File: src/rtl/ioc_detect.sv
module ioc_detect #(
  parameter int W = 8
) (
  input  logic         clk,
  input  logic         rst_n,
  input  logic [W-1:0] pin_i,
  input  logic [W-1:0] watch_en_i,
  input  logic [W-1:0] dflt_i,
  input  logic [W-1:0] cmp_mode_i,
  input  logic         rd_capture_i,
  input  logic         rd_port_i,
  output logic [W-1:0] flags_o,
  output logic [W-1:0] snap_o,
  output logic         irq_o
);

  logic [W-1:0] flags_q, snap_q, ref_q;
  logic         irq_q;

  wire          clr  = rd_capture_i | rd_port_i;
  wire [W-1:0]  diff = (cmp_mode_i & (pin_i ^ dflt_i)) | (~cmp_mode_i & (pin_i ^ ref_q));
  wire [W-1:0]  ev   = watch_en_i & diff;
  wire          take = !irq_q && !clr && (|ev);
  wire [W-1:0]  follow = ~(watch_en_i & ~cmp_mode_i);
  wire [W-1:0]  upd  = follow | (take ? ev : '0);

  always_ff @(posedge clk or negedge rst_n) begin
    if (!rst_n) begin
      flags_q <= '0;
      snap_q  <= '0;
      irq_q   <= 1'b0;
      ref_q   <= '0;
    end else begin
      ref_q <= (pin_i & upd) | (ref_q & ~upd);
      if (clr) begin
        flags_q <= '0;
        snap_q  <= '0;
        irq_q   <= 1'b0;
      end else if (take) begin
        flags_q <= ev;
        snap_q  <= pin_i;
        irq_q   <= 1'b1;
      end
    end
  end

  assign flags_o = flags_q;
  assign snap_o  = snap_q;
  assign irq_o   = irq_q;

  assert_clear_R8: assert property (@(posedge clk) disable iff (!rst_n)
    (rd_capture_i || rd_port_i) |=> (flags_o == '0 && snap_o == '0 && !irq_o));

  assert_freeze_R7: assert property (@(posedge clk) disable iff (!rst_n)
    (irq_o && !rd_capture_i && !rd_port_i) |=> ($stable(flags_o) && $stable(snap_o)));

  assert_only_enabled_R2: assert property (@(posedge clk) disable iff (!rst_n)
    $rose(irq_o) |-> ((flags_o & ~$past(watch_en_i)) == '0));

  assert_snapshot_R6: assert property (@(posedge clk) disable iff (!rst_n)
    $rose(irq_o) |-> (snap_o == $past(pin_i)));

  assert_flags_match_irq_R6: assert property (@(posedge clk) disable iff (!rst_n)
    irq_o == (flags_o != '0));

  assert_refire_R9: assert property (@(posedge clk) disable iff (!rst_n)
    (!irq_o && !rd_capture_i && !rd_port_i && (|(watch_en_i & cmp_mode_i & (pin_i ^ dflt_i))))
    |=> irq_o);

endmodule

File: config.mk
export PLATFORM = sky130hd
export DESIGN_NAME = ioc_detect
export DESIGN_NICKNAME = d
export VERILOG_FILES = /design/src/rtl/ioc_detect.sv
export SDC_FILE = /design/constraint.sdc
export NUM_CORES = 1
export LEC_CHECK = 0
export ABC_AREA = 0
export ABC_CLOCK_PERIOD_IN_PS = 2050
export BUFFER_PORTS_ARGS = -buffer_cell sky130_fd_sc_hd__buf_4
export CAP_MARGIN = 30
export CORE_UTILIZATION = 41
export DETAILED_ROUTE_END_ITERATION = 6
export PLACE_DENSITY_LB_ADDON = 0.25
export SLEW_MARGIN = 20
export SYNTH_ARGS = -nofsm -noshare
export SYNTH_HDL_FRONTEND = slang
export SYNTH_SLANG_ARGS = --single-unit
File: constraint.sdc
create_clock -name clk -period 2.05 [get_ports clk]
set_clock_uncertainty 0.1 [all_clocks]
set_input_delay 0.3075 -clock clk [delete_from_list [all_inputs] [get_ports clk]]
set_output_delay 0.3075 -clock clk [all_outputs]
set_load 0.02 [all_outputs]
Yosys cells after proc, flatten, opt, wreduce, memory -nomap -nowiden
Cells that the tools add are included.
Storage, ports and cells
  flip-flop bits (word level): 25
  bits in latches: 0
  RAM bits: 0
  memory bits (read-only): 0
  bits of input ports: 36
  output and inout bits: 17
  logic and storage cells: 32
  memories kept: 0
Cells by class
  add/sub/neg operators: 0
  multipliers: 0
  divide/modulo/power cells: 0
  magnitude comparators: 0
  eq/ne operators: 0
  shifts and indexed selects: 0
  mux-type cells: 7
  bitwise logic cells: 15
  reductions and logical operators: 6
Operators by type and width (number)
  8-bit bitwise AND: 6
  8-bit 2-to-1 mux: 5
  8-bit NOT: 3
  8-bit bitwise OR: 3
  8-bit XOR: 2
  8-bit OR reduction: 1
  1-bit logical AND: 2
  1-bit logical NOT: 2
  1-bit 2-to-1 mux: 2
  2-bit nonzero test: 1
  1-bit bitwise OR: 1

Depth between registers and ports, before layout
Gate-level depths: netlist of the first run.
  word-level depth: 11
  depth in mapped cells: 6
  mapped depth without buffers: 5

Worst setup path after synthesis of the first run
No wires, ideal clock.
  path kind: reg-to-reg
  from: register (tool-made name)
  to: register (tool-made name)
  setup time: 0.143 ns
  data arrival time: 1.544 ns
  data required time: 1.807 ns
  path slack: 0.263 ns
  stages on the path, launching flop included: 7
  buffers on the path: 1
  period minus slack after synthesis: 1.787 ns
  path through: dfrtp_1 -> mux2i_1 -> mux2i_1 -> or4_1 -> buf_6 -> o21ai_2 -> o211ai_1

==> impl_metrics.json, run 1 <==
{
  "antenna_cells": 0,
  "pin_count": 53,
  "drive_above_1_share_pct": 37.7,
  "final-hold-violation-count": 0,
  "required_ps": 2090,
  "finalSetupViolations": 0,
  "tns_ps": 0,
  "hold_slack_ps": 214,
  "rows": 21,
  "top_layer_used": "met4",
  "cp_max_fo": 9,
  "slew_viol_final": 0,
  "drt-pass1-iter-count": 4,
  "htreeDepth": 1,
  "fmax_ghz": 0.515,
  "fin_crit_sh_pct": 94.8,
  "die-height_um": 62.9,
  "synthCells": 163,
  "antenna_found_initial": 0,
  "holdPathStages": 3,
  "grt_max_degree": 26,
  "nets": 257,
  "start_util_pct": 44.2,
  "post-place-cells": 259,
  "placed_area_um2": 1970,
  "synth_area_leaders": "dfrtp_1, mux2i_1, nand3b_1, nand2_1, o21ai_1",
  "via_per_inst": 5.38,
  "crit_path_top_delay_cell": "or4_1",
  "rsz0062_at_grt": "false",
  "avgSynthCellArea_um2": 9.34,
  "yosys.cell_types.count": 23,
  "final_cell_area_um2": 2090,
  "routed-via-count": 1432,
  "synth_top_cell_by_area": "dfrtp_1",
  "clockBufferDepth": 2,
  "cts_root_buffer": "clkbuf_8",
  "fill_cells": 302,
  "detailroute.wirelength.met3_um": 194,
  "gr-usage-all-layers_pct": 21.2,
  "worstPathCellList": "mux2i_2 -> mux2i_2 -> or4_1 -> buf_6 -> o21ai_2 -> o211ai_1",
  "p_per_area_nw_per_um2": 570,
  "drc": 0,
  "die-width_um": 62.9,
  "grt_pass1_vias": 1459,
  "die_area_um2": 3960,
  "hold_start": "pin_i[7]",
  "cts_tree": "yes",
  "yosysWarnings": 0,
  "cts-buffers-inserted": 3,
  "place.gp.congestion": 0.770,
  "ir_worst_vdd_mv": 0.389,
  "leakage_nw": 0.940,
  "path_clk_slew_ps": 90,
  "cp_common_cell": "mux2i_2",
  "status": "finished, final reports clean",
  "ant_nets": 0,
  "met1_length_mm": 1.73,
  "final_common_cell": "buf_4",
  "wl_mm": 3.86,
  "maxCapViolCount": 0,
  "r2r_slack_ps": 110,
  "ys_seq_elements": 25,
  "yosysSeqAreaShare_pct": 41.1,
  "max-slew-margin-rel_pct": 69.6,
  "route.met2.wl_mm": 1.87,
  "area_growth_pct": 37.1,
  "grt.overflow.total": 0,
  "worstSkewPairLatency_ps": 270,
  "power_mw": 1.19,
  "max_stage_delay_ps": 560,
  "min_path_type": "input port to flip-flop",
  "worst_slew_pin_slew_ps": 443,
  "syn_nets": 199,
  "fin_cells": 266,
  "cp.arrival_ps": 1980,
  "drt_iter0_markers": 69,
  "ff2ff_path_depth": 6,
  "criticalPathCategory": "flip-flop to flip-flop",
  "synth_area_um2": 1520,
  "clock_sinks": 25,
  "io_buffers": 52,
  "dp_hpwl_mm": 2.83,
  "final_cell_mix": "buf_4, dfrtp_1, nand2_1, nand3b_1, o21ai_1",
  "wl_per_cell_um": 14.5,
  "endpoint_kind": "flip-flop",
  "grt_pass1_wl_mm": 6.64,
  "core_um2": 3440,
  "synth.top_cell.area_share_pct": 41.1,
  "startpoint_type": "flip-flop",
  "timing.final.crit_period_ps": 1940
}
==> where the power goes <==
| part | internal (mW) | switching [mW] | total [mW] |
|---|---|---|---|
| sequential | 0.524 | 0.0223 | 0.546 |
| combinational | 0.162 | 0.189 | 0.351 |
| clock | 0.139 | 0.153 | 0.292 |
| total | 0.825 | 0.364 | 1.19 |
==> through the flow <==
step / util (%) / setup WS, ps
floorplan: - / 263
finish: 60.6 / 107
global route: 60.6 / 1.91
detailed placement: 57.2 / -162
CTS: 59.3 / 47.8
global placement: 57.2 / -151
==> kinds of logic after synthesis <==
logic type | after synthesis | share of synthesized area [%]
DFF | 25 | 41.1
buffers and inverters | 16 | 5.01
and+or+nand+nor | 64 | 25.6
AOI/OAI and AO/OA | 42 | 17.8
muxes | 16 | 10.5
==> synth_stat cells <==
library cell,n
or4_1,2
nor3b_1,8
o21ai_1,15
a211oi_2,1
nor3_1,1
dfrtp_1,25
o21ai_0,9
o21ai_2,8
buf_1,1
a21oi_2,1
nand2b_1,4
buf_6,2
nand2_1,24
nor4_2,2
mux2i_1,16
clkbuf_1,4
or2_2,1
o211ai_1,8
inv_1,8
nor2_1,2
or2b_2,4
buf_2,1
nand3b_1,16
==> area by class of cell <==
class | instances | area (µm²) | area share, %
Multi-Input combinational cell | 122 | 865 | 41.4
Timing Repair Buffer | 61 | 464 | 22.2
Tap cell | 46 | 57.6 | 2.76
Clock buffer | 4 | 45.0 | 2.16
Sequential cell | 25 | 626 | 30.0
Inverter | 8 | 30.0 | 1.44
==> metal layers <==
layer	track usage, %	vias up
li1	-	696
met1	26.9	688
met2	35.9	39
met3	4.38	9
met4	6.10	0
met5	0	-
==> worst max path at each step <==
stage	slack, ps	endpoint
finish	110	flip-flop
global route	2	flags_o[7]$_DFFE_PN0P_
CTS	50	flip-flop
detailed placement	-160	flip-flop
global placement	-150	flip-flop
floorplan	260	flip-flop
==> timing repair <==
action / in CTS / in global routing
cloned: 0 / 0
buffers inserted: 0 / 2
hold endpoints to repair: 25 / 0
gates resized for setup: 2 / 6
endpoints found under the setup margin: 24 / 24
hold buffers: 1 / 0
pin swaps: 0 / 1
==> critical path, delay by kind of cell, from the launching register on <==
| kind | cells | cell delay (ps) |
|---|---|---|
| compound gates | 2 | 240 |
| buf+inv | 1 | 170 |
| flops | 1 | 400 |
| mux | 2 | 330 |
| simple gates | 1 | 560 |
(Power assumes the default switching activity.)
==> run 2: changes to the inputs <==
- ABC_CLOCK_PERIOD_IN_PS: 2050 -> 2100
- BUFFER_PORTS_ARGS: -buffer_cell sky130_fd_sc_hd__buf_4 -> default
- DONT_BUFFER_PORTS: default -> 1
- clock period: 2.05 -> 2.1 ns (I/O delays scaled with it)
==> run 2 against run 1 <==
Global-route usage decreased by 1.3 points. Sequential power increased by 0.9%. Combinational power decreased by 33%. Maximum frequency decreased by 0.81%. Utilization decreased by 11 points. Clock-buffer cell count unchanged. Sequential share of layout area increased by 6.9 points. Via count decreased by 15%. Sequential cell count unchanged. Critical path type unchanged.
==> impl_metrics.json, run 2 (synthesized netlist as in run 1, its figures left out) <==
{
  "status": "finished, final reports clean",
  "cts-buffers-inserted": 3,
  "p_per_area_nw_per_um2": 629,
  "endpoint_kind": "flip-flop",
  "antenna_cells": 0,
  "leakage_nw": 0.682,
  "nets": 204,
  "cts_tree": "yes",
  "die-height_um": 62.9,
  "rows": 21,
  "finalSetupViolations": 0,
  "final_cell_area_um2": 1700,
  "wl_per_cell_um": 17.2,
  "worst_slew_pin_slew_ps": 540,
  "drt_iter0_markers": 44,
  "required_ps": 2140,
  "worstSkewPairLatency_ps": 260,
  "cp.arrival_ps": 2000,
  "drc": 0,
  "fin_crit_sh_pct": 93.3,
  "dp_hpwl_mm": 2.65,
  "min_path_type": "input port to flip-flop",
  "maxCapViolCount": 0,
  "via_per_inst": 5.75,
  "startpoint_type": "flip-flop",
  "die_area_um2": 3960,
  "ir_worst_vdd_mv": 0.363,
  "die-width_um": 62.9,
  "area_growth_pct": 11.5,
  "grt_pass1_vias": 1306,
  "drive_above_1_share_pct": 17.4,
  "place.gp.congestion": 0.815,
  "cts_root_buffer": "clkbuf_8",
  "fmax_ghz": 0.511,
  "routed-via-count": 1224,
  "critical_path_buf_inv_count": 1,
  "placed_area_um2": 1570,
  "crit_family": "simple AND/OR/NAND/NOR gates",
  "htreeDepth": 1,
  "antenna_found_initial": 0,
  "multi_input_area_um2": 852,
  "core_um2": 3440,
  "post-place-cells": 206,
  "path_clk_slew_ps": 80,
  "io_buffers": 0,
  "final_common_cell": "dfrtp_1",
  "criticalPathCategory": "flip-flop to flip-flop",
  "final_cell_mix": "dfrtp_1, nand2_1, nand3b_1, o21ai_1, mux2i_1",
  "ant_nets": 0,
  "start_util_pct": 44.2,
  "fin_cells": 213,
  "timing.final.crit_period_ps": 1960,
  "cp_max_fo": 9,
  "drt-pass1-iter-count": 4,
  "max-slew-margin-rel_pct": 63.7,
  "pin_count": 53,
  "slew_viol_final": 0,
  "clockBufferDepth": 2,
  "wl_mm": 3.67,
  "fill_cells": 329,
  "rsz0062_at_grt": "false",
  "clock_sinks": 25,
  "grt_pass1_wl_mm": 6.17,
  "max_stage_delay_ps": 480,
  "grt_max_degree": 26,
  "seq_area_um2": 626,
  "final-hold-violation-count": 0,
  "worstPathCellList": "mux2i_1 -> mux2i_2 -> or4_1 -> buf_4 -> o21ai_2 -> o211ai_1",
  "crit_path_top_delay_cell": "or4_1",
  "grt.overflow.total": 0,
  "gr-usage-all-layers_pct": 19.9
}
[run 2: cell types whose count changed in the layout (fill, tap and decap cells not counted), sizes merged]
cell,delta
buf,-53
[run 2: timing repair]
item | CTS | global route
setup buffers | 0 | 1
pin swaps | 0 | 1
endpoints found under the hold margin | 25 | 0
endpoints found under the setup margin | 24 | 21
gates resized for setup | 2 | 3
hold buffers | 2 | 0
[run 2: where the power goes]
| part | leakage [nW] | switching (mW) | internal, mW |
|---|---|---|---|
| clock network | 0.0228 | 0.146 | 0.136 |
| logic | 0.333 | 0.137 | 0.0980 |
| registers | 0.326 | 0.0399 | 0.511 |
[run 2: worst paths after layout]
kind                                     from                     end  slack [ps]  cells past startpoint
worst max-delay path                flip-flop               flip-flop         140                      6
worst min register to register      flip-flop               flip-flop         480                      2
worst max register to register      flip-flop               flip-flop         140                      6
max in group asynchronous               rst_n  flags_o[5]$_DFFE_PN0P_        1380                      2
min in group asynchronous               rst_n               async pin         380                      2
worst min-delay path            watch_en_i[6]               flip-flop         130                      2
[run 2: cell type report]
cell class                      instances  share of cell area [%]
Multi-Input combinational cell        122                    50.2
Clock buffer                            4                    2.65
Sequential cell                        25                    36.8
Timing Repair Buffer                    8                    5.16
Inverter                                8                    1.77
Tap cell                               46                    3.39
[run 2: metrics by stage]
stage / hold slack (ps) / setup slack [ps] / TNS, ps / utilization [%] / total power, mW
2_1_floorplan: -80.6 / 311 / 0 / - / 0.718
3_3_place_gp: -79.7 / -0.0466 / -0.0466 / 45.7 / 0.751
3_5_place_dp: -79.8 / -47.9 / -163 / 45.7 / 0.758
4_1_cts: 126 / 65.5 / 0 / 48.3 / 1.06
5_1_grt: 128 / 26.8 / 0 / 49.3 / 1.12
6_report: 129 / 141 / 0 / 49.3 / 1.07
[run 2: metal layers]
metal	global-route usage (%)	wire length [µm]	share of wire, %	vias up
li1	-	-	-	582
met1	24.2	1530	42	599
met2	34.0	1850	50	41
met3	6.57	270	7.4	2
met4	3.78	19	0.52	0
met5	0	0	0	-
